--- src/rtl/ifu_pkg.sv ---
package ifu_pkg;

  typedef enum logic [1:0] {
    BK_SEQ  = 2'b00,
    BK_JUMP = 2'b01,
    BK_LINK = 2'b10,
    BK_COND = 2'b11
  } br_kind_e;

  typedef enum logic [3:0] {
    CC_ZSET  = 4'd0,
    CC_ZCLR  = 4'd1,
    CC_CSET  = 4'd2,
    CC_CCLR  = 4'd3,
    CC_UGTS  = 4'd4,
    CC_ULE   = 4'd5,
    CC_NEG   = 4'd6,
    CC_POS   = 4'd7,
    CC_SGT0  = 4'd8,
    CC_SLE0  = 4'd9
  } cond_e;

  localparam int unsigned NUM_CONDS = 10;

endpackage

--- src/rtl/ifu_cond_eval.sv ---
module ifu_cond_eval
  import ifu_pkg::*;
(
  input  logic [3:0] code,
  input  logic       c_in,
  input  logic       s_in,
  input  logic       z_in,
  output logic       hit
);

  always_comb begin
    hit = 1'b0;
    if (code < 4'(NUM_CONDS)) begin
      unique case (cond_e'(code))
        CC_ZSET: hit = z_in;
        CC_ZCLR: hit = !z_in;
        CC_CSET: hit = c_in;
        CC_CCLR: hit = !c_in;
        CC_UGTS: hit = c_in && !z_in;
        CC_ULE:  hit = !c_in || z_in;
        CC_NEG:  hit = s_in;
        CC_POS:  hit = !s_in;
        CC_SGT0: hit = !s_in && !z_in;
        CC_SLE0: hit = s_in || z_in;
        default: hit = 1'b0;
      endcase
    end
  end

endmodule

--- src/rtl/ifu_pc_sel.sv ---
module ifu_pc_sel
  import ifu_pkg::*;
#(
  parameter int unsigned PC_W = 8
) (
  input  logic [PC_W-1:0] cur_pc,
  input  logic [1:0]      kind,
  input  logic            cond_hit,
  input  logic [PC_W-1:0] target,
  output logic [PC_W-1:0] next_pc,
  output logic            want_link,
  output logic [PC_W-1:0] ret_idx
);

  logic [PC_W-1:0] seq_pc;
  logic            redirect;

  assign seq_pc = cur_pc + PC_W'(1);

  always_comb begin
    redirect  = 1'b0;
    want_link = 1'b0;
    unique case (br_kind_e'(kind))
      BK_SEQ:  redirect = 1'b0;
      BK_JUMP: redirect = 1'b1;
      BK_LINK: begin
        redirect  = 1'b1;
        want_link = 1'b1;
      end
      BK_COND: redirect = cond_hit;
      default: redirect = 1'b0;
    endcase
    next_pc = redirect ? target : seq_pc;
  end

  assign ret_idx = seq_pc;

endmodule

--- src/rtl/ifu_byte_join.sv ---
module ifu_byte_join #(
  parameter int unsigned PC_W   = 8,
  parameter int unsigned BYTE_W = 8,
  parameter int unsigned NBYTES = 2,
  localparam int unsigned SEL_W  = (NBYTES > 1) ? $clog2(NBYTES) : 1,
  localparam int unsigned ADDR_W = PC_W + SEL_W
) (
  input  logic [PC_W-1:0]          idx,
  output logic [NBYTES*ADDR_W-1:0] byte_addr,
  input  logic [NBYTES*BYTE_W-1:0] byte_data,
  output logic [NBYTES*BYTE_W-1:0] word
);

  for (genvar g = 0; g < NBYTES; g++) begin : g_lane
    // byte g of the word sits at the g-th address above the base: little-endian
    assign byte_addr[g*ADDR_W +: ADDR_W] = {idx, SEL_W'(g)};
    assign word[g*BYTE_W +: BYTE_W]      = byte_data[g*BYTE_W +: BYTE_W];
  end

endmodule

--- src/rtl/ifu_fetch_branch.sv ---
module ifu_fetch_branch
  import ifu_pkg::*;
#(
  parameter int unsigned PC_W   = 8,
  parameter int unsigned BYTE_W = 8,
  localparam int unsigned ADDR_W = PC_W + 1,
  localparam int unsigned WORD_W = 2 * BYTE_W
) (
  input  logic              clk,
  input  logic              rst_n,
  input  logic              step_en,
  input  logic [1:0]        br_kind,
  input  logic [3:0]        cond_sel,
  input  logic              flag_c,
  input  logic              flag_s,
  input  logic              flag_z,
  input  logic [PC_W-1:0]   br_target,
  output logic [ADDR_W-1:0] rom_addr_lo,
  output logic [ADDR_W-1:0] rom_addr_hi,
  input  logic [BYTE_W-1:0] rom_data_lo,
  input  logic [BYTE_W-1:0] rom_data_hi,
  output logic [WORD_W-1:0] instr,
  output logic [PC_W-1:0]   pc,
  output logic [PC_W-1:0]   link_val,
  output logic              link_we
);

  localparam int unsigned NBYTES = 2;

  // reset: asserted asynchronously, released through two flops
  logic rst_meta_q, rst_sync_n;

  always_ff @(posedge clk or negedge rst_n) begin
    if (!rst_n) begin
      rst_meta_q <= 1'b0;
      rst_sync_n <= 1'b0;
    end else begin
      rst_meta_q <= 1'b1;
      rst_sync_n <= rst_meta_q;
    end
  end

  logic [PC_W-1:0] pc_q, pc_d;
  logic            cond_hit, want_link;
  logic [PC_W-1:0] ret_idx;
  logic [NBYTES*ADDR_W-1:0] addr_bus;

  ifu_cond_eval u_cond (
    .code  (cond_sel),
    .c_in  (flag_c),
    .s_in  (flag_s),
    .z_in  (flag_z),
    .hit   (cond_hit)
  );

  ifu_pc_sel #(.PC_W(PC_W)) u_sel (
    .cur_pc    (pc_q),
    .kind      (br_kind),
    .cond_hit  (cond_hit),
    .target    (br_target),
    .next_pc   (pc_d),
    .want_link (want_link),
    .ret_idx   (ret_idx)
  );

  ifu_byte_join #(.PC_W(PC_W), .BYTE_W(BYTE_W), .NBYTES(NBYTES)) u_join (
    .idx       (pc_q),
    .byte_addr (addr_bus),
    .byte_data ({rom_data_hi, rom_data_lo}),
    .word      (instr)
  );

  always_ff @(posedge clk or negedge rst_sync_n) begin
    if (!rst_sync_n) begin
      pc_q <= '0;
    end else if (step_en) begin
      pc_q <= pc_d;
    end
  end

  assign pc          = pc_q;
  assign rom_addr_lo = addr_bus[0 +: ADDR_W];
  assign rom_addr_hi = addr_bus[ADDR_W +: ADDR_W];
  assign link_val    = ret_idx;
  assign link_we     = step_en && want_link && rst_sync_n;


  addr_pair_chk: assert property (@(posedge clk) disable iff (!rst_sync_n)
    (rom_addr_hi == rom_addr_lo + ADDR_W'(1)) && (rom_addr_lo[ADDR_W-1:1] == pc));


  seq_step_chk: assert property (@(posedge clk) disable iff (!rst_sync_n)
    (step_en && br_kind == BK_SEQ) |=> (pc == $past(pc) + PC_W'(1)));


  jump_load_chk: assert property (@(posedge clk) disable iff (!rst_sync_n)
    (step_en && br_kind == BK_JUMP) |=> (pc == $past(br_target)));


  link_target_chk: assert property (@(posedge clk) disable iff (!rst_sync_n)
    link_we |=> (pc == $past(br_target)));


  cond_fall_chk: assert property (@(posedge clk) disable iff (!rst_sync_n)
    (step_en && br_kind == BK_COND && !cond_hit) |=> (pc == $past(pc) + PC_W'(1)));


  cond_rsvd_chk: assert property (@(posedge clk) disable iff (!rst_sync_n)
    (step_en && br_kind == BK_COND && cond_sel >= 4'(NUM_CONDS))
      |=> (pc == $past(pc) + PC_W'(1)));


  hold_chk: assert property (@(posedge clk) disable iff (!rst_sync_n)
    !step_en |=> $stable(pc));


  hold_nolink_chk: assert property (@(posedge clk) disable iff (!rst_sync_n)
    !step_en |-> !link_we);

endmodule

--- config.mk ---
export PLATFORM = sky130hd
export DESIGN_NAME = ifu_fetch_branch
export DESIGN_NICKNAME = d
export VERILOG_FILES = /design/src/rtl/ifu_pkg.sv /design/src/rtl/ifu_cond_eval.sv /design/src/rtl/ifu_pc_sel.sv /design/src/rtl/ifu_byte_join.sv /design/src/rtl/ifu_fetch_branch.sv
export SDC_FILE = /design/constraint.sdc
export NUM_CORES = 1
export LEC_CHECK = 0
export BUFFER_PORTS_ARGS = -buffer_cell sky130_fd_sc_hd__buf_2
export CAP_MARGIN = 20
export CORE_UTILIZATION = 34
export DETAILED_ROUTE_END_ITERATION = 10
export HOLD_SLACK_MARGIN = 0.06
export MAX_ROUTING_LAYER = met4
export PLACE_DENSITY = 0.75
export SLEW_MARGIN = 40
export SYNTH_ARGS = -nofsm -noshare
export SYNTH_HDL_FRONTEND = slang
export SYNTH_SLANG_ARGS = --single-unit
export TNS_END_PERCENT = 30
--- constraint.sdc ---
create_clock -name clk -period 1.29 [get_ports clk]
set_input_delay 0.129 -clock clk [delete_from_list [all_inputs] [get_ports clk]]
set_output_delay 0.129 -clock clk [all_outputs]
set_load 0.005 [all_outputs]
==> metrics.md, run 1 <==
| Metric | Value |
|---|---|
| Clock transition at path regs | `0.08 ns` |
| Post-synthesis register bit count | `10` |
| Sw Ratio | `36.70%` |
| Max cap viols | `0` |
| GRT overflow | `0` |
| Cts bufs inserted | `3` |
| Fin Clk Skew | `0.01090 ns` |
| Nets | `203` |
| Failing checks | `design-rule violations, negative setup slack` |
| Outcome | `finished with violations` |
| First-pass GRT wire length | `3291 um` |
| Commonest cells after routing, fill and taps aside | `buf_2, buf_4, inv_1, dfrtp_1, mux2i_1` |
| Area leader, netlist | `buf_4` |
| Initial cell density of the core | `36.53%` |
| Row count | `19` |
| Routed len/inst | `11.66 um` |
| Residual DRC | `16` |
| Die area | `0.003238 mm2` |
| Worst Reg2Reg Path Length in Cells | `8` |
| Syn avg cell area | `8.611 um2` |
| Peak Freq | `624.1 MHz` |
| CP endpoint kind | `output port` |
| Sequential power share | `24.8%` |
| Antenna Nets Post-Route | `0` |
| All-Layer GR Usage | `13.30%` |
| Share of layout cells above drive strength 1 | `58.64%` |
| Via Count | `898` |
| H-tree Lvls | `1` |
| Crit path required time | `1.16 ns` |
| Iteration-0 DRC Markers | `41` |
| Register area share after synthesis | `24.42%` |
| DR pass1 iterations | `8` |
| Clk buf depth | `2` |
| # IOs | `87` |
| Crit Path Max Fanout | `3` |
| WHS Path Cells | `3` |
| Final number of hold-violating endpoints | `0` |
| Area of the core | `0.002805 mm2` |
| Pwr Density | `1384 mW/mm2` |
| Commonest non-fill, non-tap cell in the layout | `buf_2` |
| Placed cell count | `186` |
| Antenna violations before repair | `0` |
| DRT Wirelength | `2250 um` |
| Arrival @ worst endpoint | `1.47 ns` |
| DIE WIDTH | `56.90 um` |
| Total Power | `1.889 mW` |
| Setup TNS | `-2.279 ns` |
| Crit path kind | `flip-flop to output port` |
| Largest cells by area after synthesis | `buf_4, dfrtp_1, mux2i_1` |
| CTS root buffer | `clkbuf_4` |
| Post-layout minimum cycle time | `1.602 ns` |
| Synthesis-to-layout area growth | `33.21%` |
| RSZ-0062 raised after global routing | `true` |
| Number of global-route vias before repair | `791` |
| P_leak | `0.7126 nW` |
| Clock sinks | `10` |
| Instance count of the mapped netlist | `119` |
| Hpwl dp | `1731 um` |
| Largest net degree at the start of global routing | `15` |
| Setup WS post-layout | `-0.3124 ns` |
| Setup violators final | `13` |
| Synth cell types | `26` |
| Cell Area, Synth | `0.001025 mm2` |
| Power Internal | `1.195 mW` |
| Min-Delay Path Class | `input pin to flip-flop` |
| Final period util | `124.2%` |
| Gate power share | `60.0%` |
| ANT cells | `0` |
| Worst setup SP type | `flip-flop` |
| Routability cong. | `0.7665` |
| Post-synth top area share | `24.91%` |
| Worst vdd ir | `0.6645 mV` |
| Ys Warns | `0` |
| CTS tree | `yes` |
| Port buffer count | `52` |
| Non-filler cells, final | `193` |
| Clock latency on the worst-skew pair | `0.27 ns` |
| Setup WS pre-CTS | `-0.4529 ns` |
| Switching power | `0.6932 mW` |
| Slew Limit Fails | `0` |
| Die height | `56.90 um` |
| Clk pwr share | `15.2%` |
| Via density | `4.653` |
| Filler Cells Inserted | `275` |
sequential cells by signal (all words and copies together) (netlist names):
| name | cells |
|---|---|
| rst_meta_q | 1 |
| pc | 8 |
| rst_sync_n | 1 |
per-layer routing:
metal / track usage [%] / routed length [um] / up-vias
li1: - / - / 444
met1: 14.29 / 913 / 405
met2: 23.70 / 1120 / 43
met3: 2.995 / 192 / 6
met4: 4.878 / 23 / 0
met5: - / 0 / -
worst max-delay path, stage by stage (launching register included):
cell and delay, ns:
dfrtp_1 0.39, and3_4 0.20, and3_4 0.18, and3_4 0.21
xnor2_2 0.10, buf_2 0.12
cells by family (layout without fill, tap and decap cells):
kind of cell / Yosys count / after routing / share of synthesized area (%)
buffers and inverters: 47 / 89 / 30.40
muxes: 8 / 8 / 7.815
xor gates and xnor gates: 9 / 9 / 7.693
adders and majority gates: 4 / 4 / 4.884
DFF: 10 / 10 / 24.42
other: 2 / 3 / 0.7329
AOI/OAI and AO/OA: 21 / 21 / 14.65
and+or+nand+nor: 18 / 18 / 9.402
timing repair:
item,4_1_cts,5_1_grt
gates resized for setup,17,4
setup endpoints to repair,14,15
endpoints found under the hold margin,2,0
hold buffers,1,0
setup buffers,1,1
pin swaps,7,4
metrics by stage:
| stage | hold slack [ns] | utilization (%) | cell area, um2 |
|---|---|---|---|
| floorplan | -0.1666 | - | 1028 |
| global placement | -0.08131 | 43.22 | 1212 |
| detailed placement | -0.08112 | 43.22 | 1212 |
| CTS | 0.1166 | 47.73 | 1339 |
| global route | 0.1147 | 48.66 | 1365 |
| finish | 0.1120 | 48.66 | 1365 |
layout make-up:
type	instances	area, um2	area share [%]
clock buffers	4	36.28	2.658
repair buffers	74	444.2	32.54
multi-input cells	63	554.3	40.60
flip-flops and latches	10	250.2	18.33
inverters	11	41.29	3.025
well taps	31	38.79	2.841
synth_stat cells:
master    instances
buf_4            34
a21oi_1           3
nand2_1           6
dfrtp_1          10
a21boi_0          1
and3_1            5
clkbuf_1          1
o32ai_4           1
nor2b_1           1
o21ai_1           2
nand2b_2          1
o211ai_1          1
ha_1              4
or3b_2            1
mux2i_1           8
a22oi_1           6
xnor2_1           8
nand3_1           1
xor2_1            1
conb_1            2
or3_1             1
o21ai_0           6
nor2_1            2
inv_1            11
a211oi_1          1
buf_6             1
power groups by stage:
stage | Sequential [mW] | Clock (mW) | Combinational, mW
after floorplan | 0.508 | 0 | 0.646
after global placement | 0.465 | 0 | 0.985
after detailed placement | 0.467 | 0 | 0.996
after CTS | 0.469 | 0.293 | 1.10
after global routing | 0.482 | 0.309 | 1.23
final | 0.468 | 0.287 | 1.13
final timing paths:
path	startpoint	slack, ns	to
max	pc[0]$_DFFE_PN0P_	-0.31	link_val[7]
min	br_target[0]	0.11	pc[0]$_DFFE_PN0P_
max reg2reg	pc[0]$_DFFE_PN0P_	-0.13	pc[6]$_DFFE_PN0P_
min reg2reg	rst_sync_n$_DFF_PN0_	0.18	pc[0]$_DFFE_PN0P_
max in group asynchronous	rst_sync_n$_DFF_PN0_	0.96	pc[1]$_DFFE_PN0P_
min in group asynchronous	rst_n	0.18	rst_meta_q$_DFF_PN0_
No activity file was read; power rests on OpenSTA's default activity.
==> run 2: changes to the inputs <==
--- a/config.mk
+++ b/config.mk
@@ -10,5 +10,4 @@
 export CORE_UTILIZATION = 34
 export DETAILED_ROUTE_END_ITERATION = 10
-export HOLD_SLACK_MARGIN = 0.06
 export MAX_ROUTING_LAYER = met4
 export PLACE_DENSITY = 0.75
==> constraint.sdc (replaced) <==
create_clock -name clk -period 1.29 [get_ports clk]
set_input_delay 0.0645 -clock clk [delete_from_list [all_inputs] [get_ports clk]]
set_output_delay 0.0645 -clock clk [all_outputs]
set_load 0.005 [all_outputs]
==> metrics.md, run 2 (synthesized netlist as in run 1, its figures left out) <==
| Metric | Value |
|---|---|
| Clock transition at path regs | `0.07 ns (was 0.08 ns)` |
| Post-route met1 wirelength | `904 um (was 913 um)` |
| CTS root buffer | `clkbuf_4 (unchanged)` |
| RSZ-0062 raised after global routing | `true (unchanged)` |
| Met3 wire length | `199 um (was 192 um)` |
| Total Power | `1.895 mW (was 1.889 mW)` |
| Critical Path Max Stage Delay | `0.41 ns (was 0.39 ns)` |
| Outcome | `finished with violations (unchanged)` |
| Routability cong. | `0.7447 (was 0.7665)` |
| CP endpoint kind | `output port (unchanged)` |
| Worst Reg2Reg Path Length in Cells | `7 (was 8)` |
| Largest register FFs | `8 (unchanged)` |
| Antenna Nets Post-Route | `0 (unchanged)` |
| Commonest non-fill, non-tap cell in the layout | `buf_2 (unchanged)` |
| CTS tree | `yes (unchanged)` |
| Worst vdd ir | `0.7176 mV (was 0.6645 mV)` |
| Max cap viols | `0 (unchanged)` |
| FF-to-FF End | `pc[7]$_DFFE_PN0P_ (was pc[6]$_DFFE_PN0P_)` |
| Pwr Density | `1367 mW/mm2 (was 1384 mW/mm2)` |
| Die height | `56.90 um (unchanged)` |
| Arrival @ worst endpoint | `1.49 ns (was 1.47 ns)` |
| Initial cell density of the core | `36.53% (unchanged)` |
| Setup violators final | `13 (unchanged)` |
| DR pass1 iterations | `9 (was 8)` |
| Hpwl dp | `1759 um (was 1731 um)` |
| Crit Path Max Fanout | `3 (unchanged)` |
| Final instance area | `0.001386 mm2 (was 0.001365 mm2)` |
| Clk pwr share | `15.4% (was 15.2%)` |
| Failing checks | `design-rule violations, negative setup slack (unchanged)` |
| Slew Limit Fails | `0 (unchanged)` |
| Synthesis-to-layout area growth | `35.29% (was 33.21%)` |
| Final period util | `120.7% (was 124.2%)` |
| Clock latency on the worst-skew pair | `0.28 ns (was 0.27 ns)` |
| WHS Endpoint | `pc[0]$_DFFE_PN0P_ (unchanged)` |
| Cts bufs inserted | `3 (unchanged)` |
| P_leak | `0.7280 nW (was 0.7126 nW)` |
| Residual DRC | `16 (unchanged)` |
| Antenna violations before repair | `0 (unchanged)` |
| Iteration-0 DRC Markers | `54 (was 41)` |
| Fin Clk Skew | `0.005718 ns (was 0.01090 ns)` |
| Area of the core | `0.002805 mm2 (unchanged)` |
| Crit path kind | `flip-flop to output port (unchanged)` |
| Setup WS pre-CTS | `-0.4027 ns (was -0.4529 ns)` |
| GRT overflow | `0 (unchanged)` |
| Met2 Wirelength | `1170 um (was 1120 um)` |
| Crit path cell chain | `and3_4 > and3_4 > and3_4 > xnor2_2 > buf_2 (unchanged)` |
| All-Layer GR Usage | `14.89% (was 13.30%)` |
| Peak Freq | `642.2 MHz (was 624.1 MHz)` |
| Sequential power share | `24.9% (was 24.8%)` |
| Setup WS post-layout | `-0.2671 ns (was -0.3124 ns)` |
| Placed cell count | `186 (unchanged)` |
| Max layer used | `met4 (unchanged)` |
| Share of layout cells above drive strength 1 | `59.15% (was 58.64%)` |
| H-tree Lvls | `1 (unchanged)` |
| Switching power | `0.6972 mW (was 0.6932 mW)` |
| Placed Area | `0.001212 mm2 (unchanged)` |
| Largest net degree at the start of global routing | `18 (was 15)` |
| Slowest stage cell on the critical path | `dfrtp_1 (unchanged)` |
| WHS Path Cells | `3 (unchanged)` |
| CP most frequent cell | `and3_4 (unchanged)` |
| RR Startpoint | `pc[0]$_DFFE_PN0P_ (unchanged)` |
| Number of global-route vias before repair | `835 (was 791)` |
| Min-Delay Path Class | `input pin to flip-flop (unchanged)` |
| Gate power share | `59.7% (was 60.0%)` |
| Commonest cells after routing, fill and taps aside | `buf_2, buf_4, inv_1 (was buf_2, buf_4, inv_1, dfrtp_1, mux2i_1)` |
| # IOs | `87 (unchanged)` |
| Die area | `0.003238 mm2 (unchanged)` |
| Clk buf depth | `2 (unchanged)` |
| Clock sinks | `10 (unchanged)` |
| Worst setup SP type | `flip-flop (unchanged)` |
| Power Internal | `1.198 mW (was 1.195 mW)` |
| Routed len/inst | `11.96 um (was 11.66 um)` |
| Row count | `19 (unchanged)` |
| Crit path required time | `1.23 ns (was 1.16 ns)` |
| Flop-to-flop setup slack | `-0.15 ns (was -0.13 ns)` |
| Nets | `205 (was 203)` |
| DIE WIDTH | `56.90 um (unchanged)` |
| DRT Wirelength | `2333 um (was 2250 um)` |
| Via Count | `908 (was 898)` |
| ANT cells | `0 (unchanged)` |
| Non-filler cells, final | `195 (was 193)` |
| Sw Ratio | `36.80% (was 36.70%)` |
| Worst Hold Launch | `br_target[0] (unchanged)` |
| Final number of hold-violating endpoints | `0 (unchanged)` |
| Port buffer count | `52 (unchanged)` |
| First-pass GRT wire length | `3601 um (was 3291 um)` |
| Post-layout minimum cycle time | `1.557 ns (was 1.602 ns)` |
| Via density | `4.656 (was 4.653)` |
run 2: cell count changes in the layout (fill, tap and decap cells not counted), sizes merged:
cell,delta
buf,+2
run 2: metal layers:
layer / vias to the layer above / GRT usage [%]
met4: 0 / 8.014
met2: 45 / 24.20
met3: 8 / 4.378
met5: - / -
met1: 408 / 16.29
li1: 447 / -
run 2: worst max-delay path: cells and delay by family (launching register included):
family,cells,cell delay (ns)
buffers and inverters,1,0.13
AND/OR/NAND/NOR,3,0.53
XOR/XNOR,1,0.14
flip-flops,1,0.41
run 2: cell type report:
type	instances	area [um2]
clock buffers	4	36.28
inverters	11	41.29
multi-input cells	63	564.3
flip-flops and latches	10	250.2
repair buffers	76	455.4
fillers	283	1419
well taps	31	38.79
run 2: power groups by stage:
stage	clock network (mW)	logic (mW)	registers (mW)
finish	0.291	1.13	0.472
global route	0.318	1.24	0.485
CTS	0.301	1.09	0.473
detailed placement	0	1.00	0.470
global placement	0	0.983	0.465
floorplan	0	0.646	0.508
run 2: worst max-delay path by stage:
stage / start / to / slack, ns / cells after the start
floorplan: flag_s / pc[3]$_DFFE_PN0P_ / -0.27 / 7
global placement: flag_z / pc[3]$_DFFE_PN0P_ / -0.33 / 9
detailed placement: flag_s / pc[2]$_DFFE_PN0P_ / -0.40 / 8
CTS: pc[2]$_DFFE_PN0P_ / link_val[7] / -0.27 / 5
global route: pc[0]$_DFFE_PN0P_ / link_val[6] / -0.33 / 6
finish: pc[2]$_DFFE_PN0P_ / link_val[7] / -0.27 / 5
run 2: stage by stage:
| stage | util [%] | TNS (ns) | hold slack [ns] |
|---|---|---|---|
| global placement | 43.22 | -2.627 | -0.1455 |
| CTS | 47.55 | -1.728 | 0.03087 |
| global route | 49.42 | -2.985 | 0.04485 |
| detailed placement | 43.22 | -3.122 | -0.1465 |
| floorplan | - | -1.835 | -0.2311 |
| finish | 49.42 | -1.875 | 0.02977 |
run 2: timing repair:
| action | 4_1_cts | 5_1_grt |
|---|---|---|
| gates cloned | 0 | 0 |
| endpoints found under the setup margin | 14 | 14 |
| pin swaps | 7 | 3 |
| buffers inserted | 2 | 2 |
| endpoints found under the hold margin | 2 | 0 |
| hold buffers | 1 | 0 |
| resized for setup | 14 | 8 |
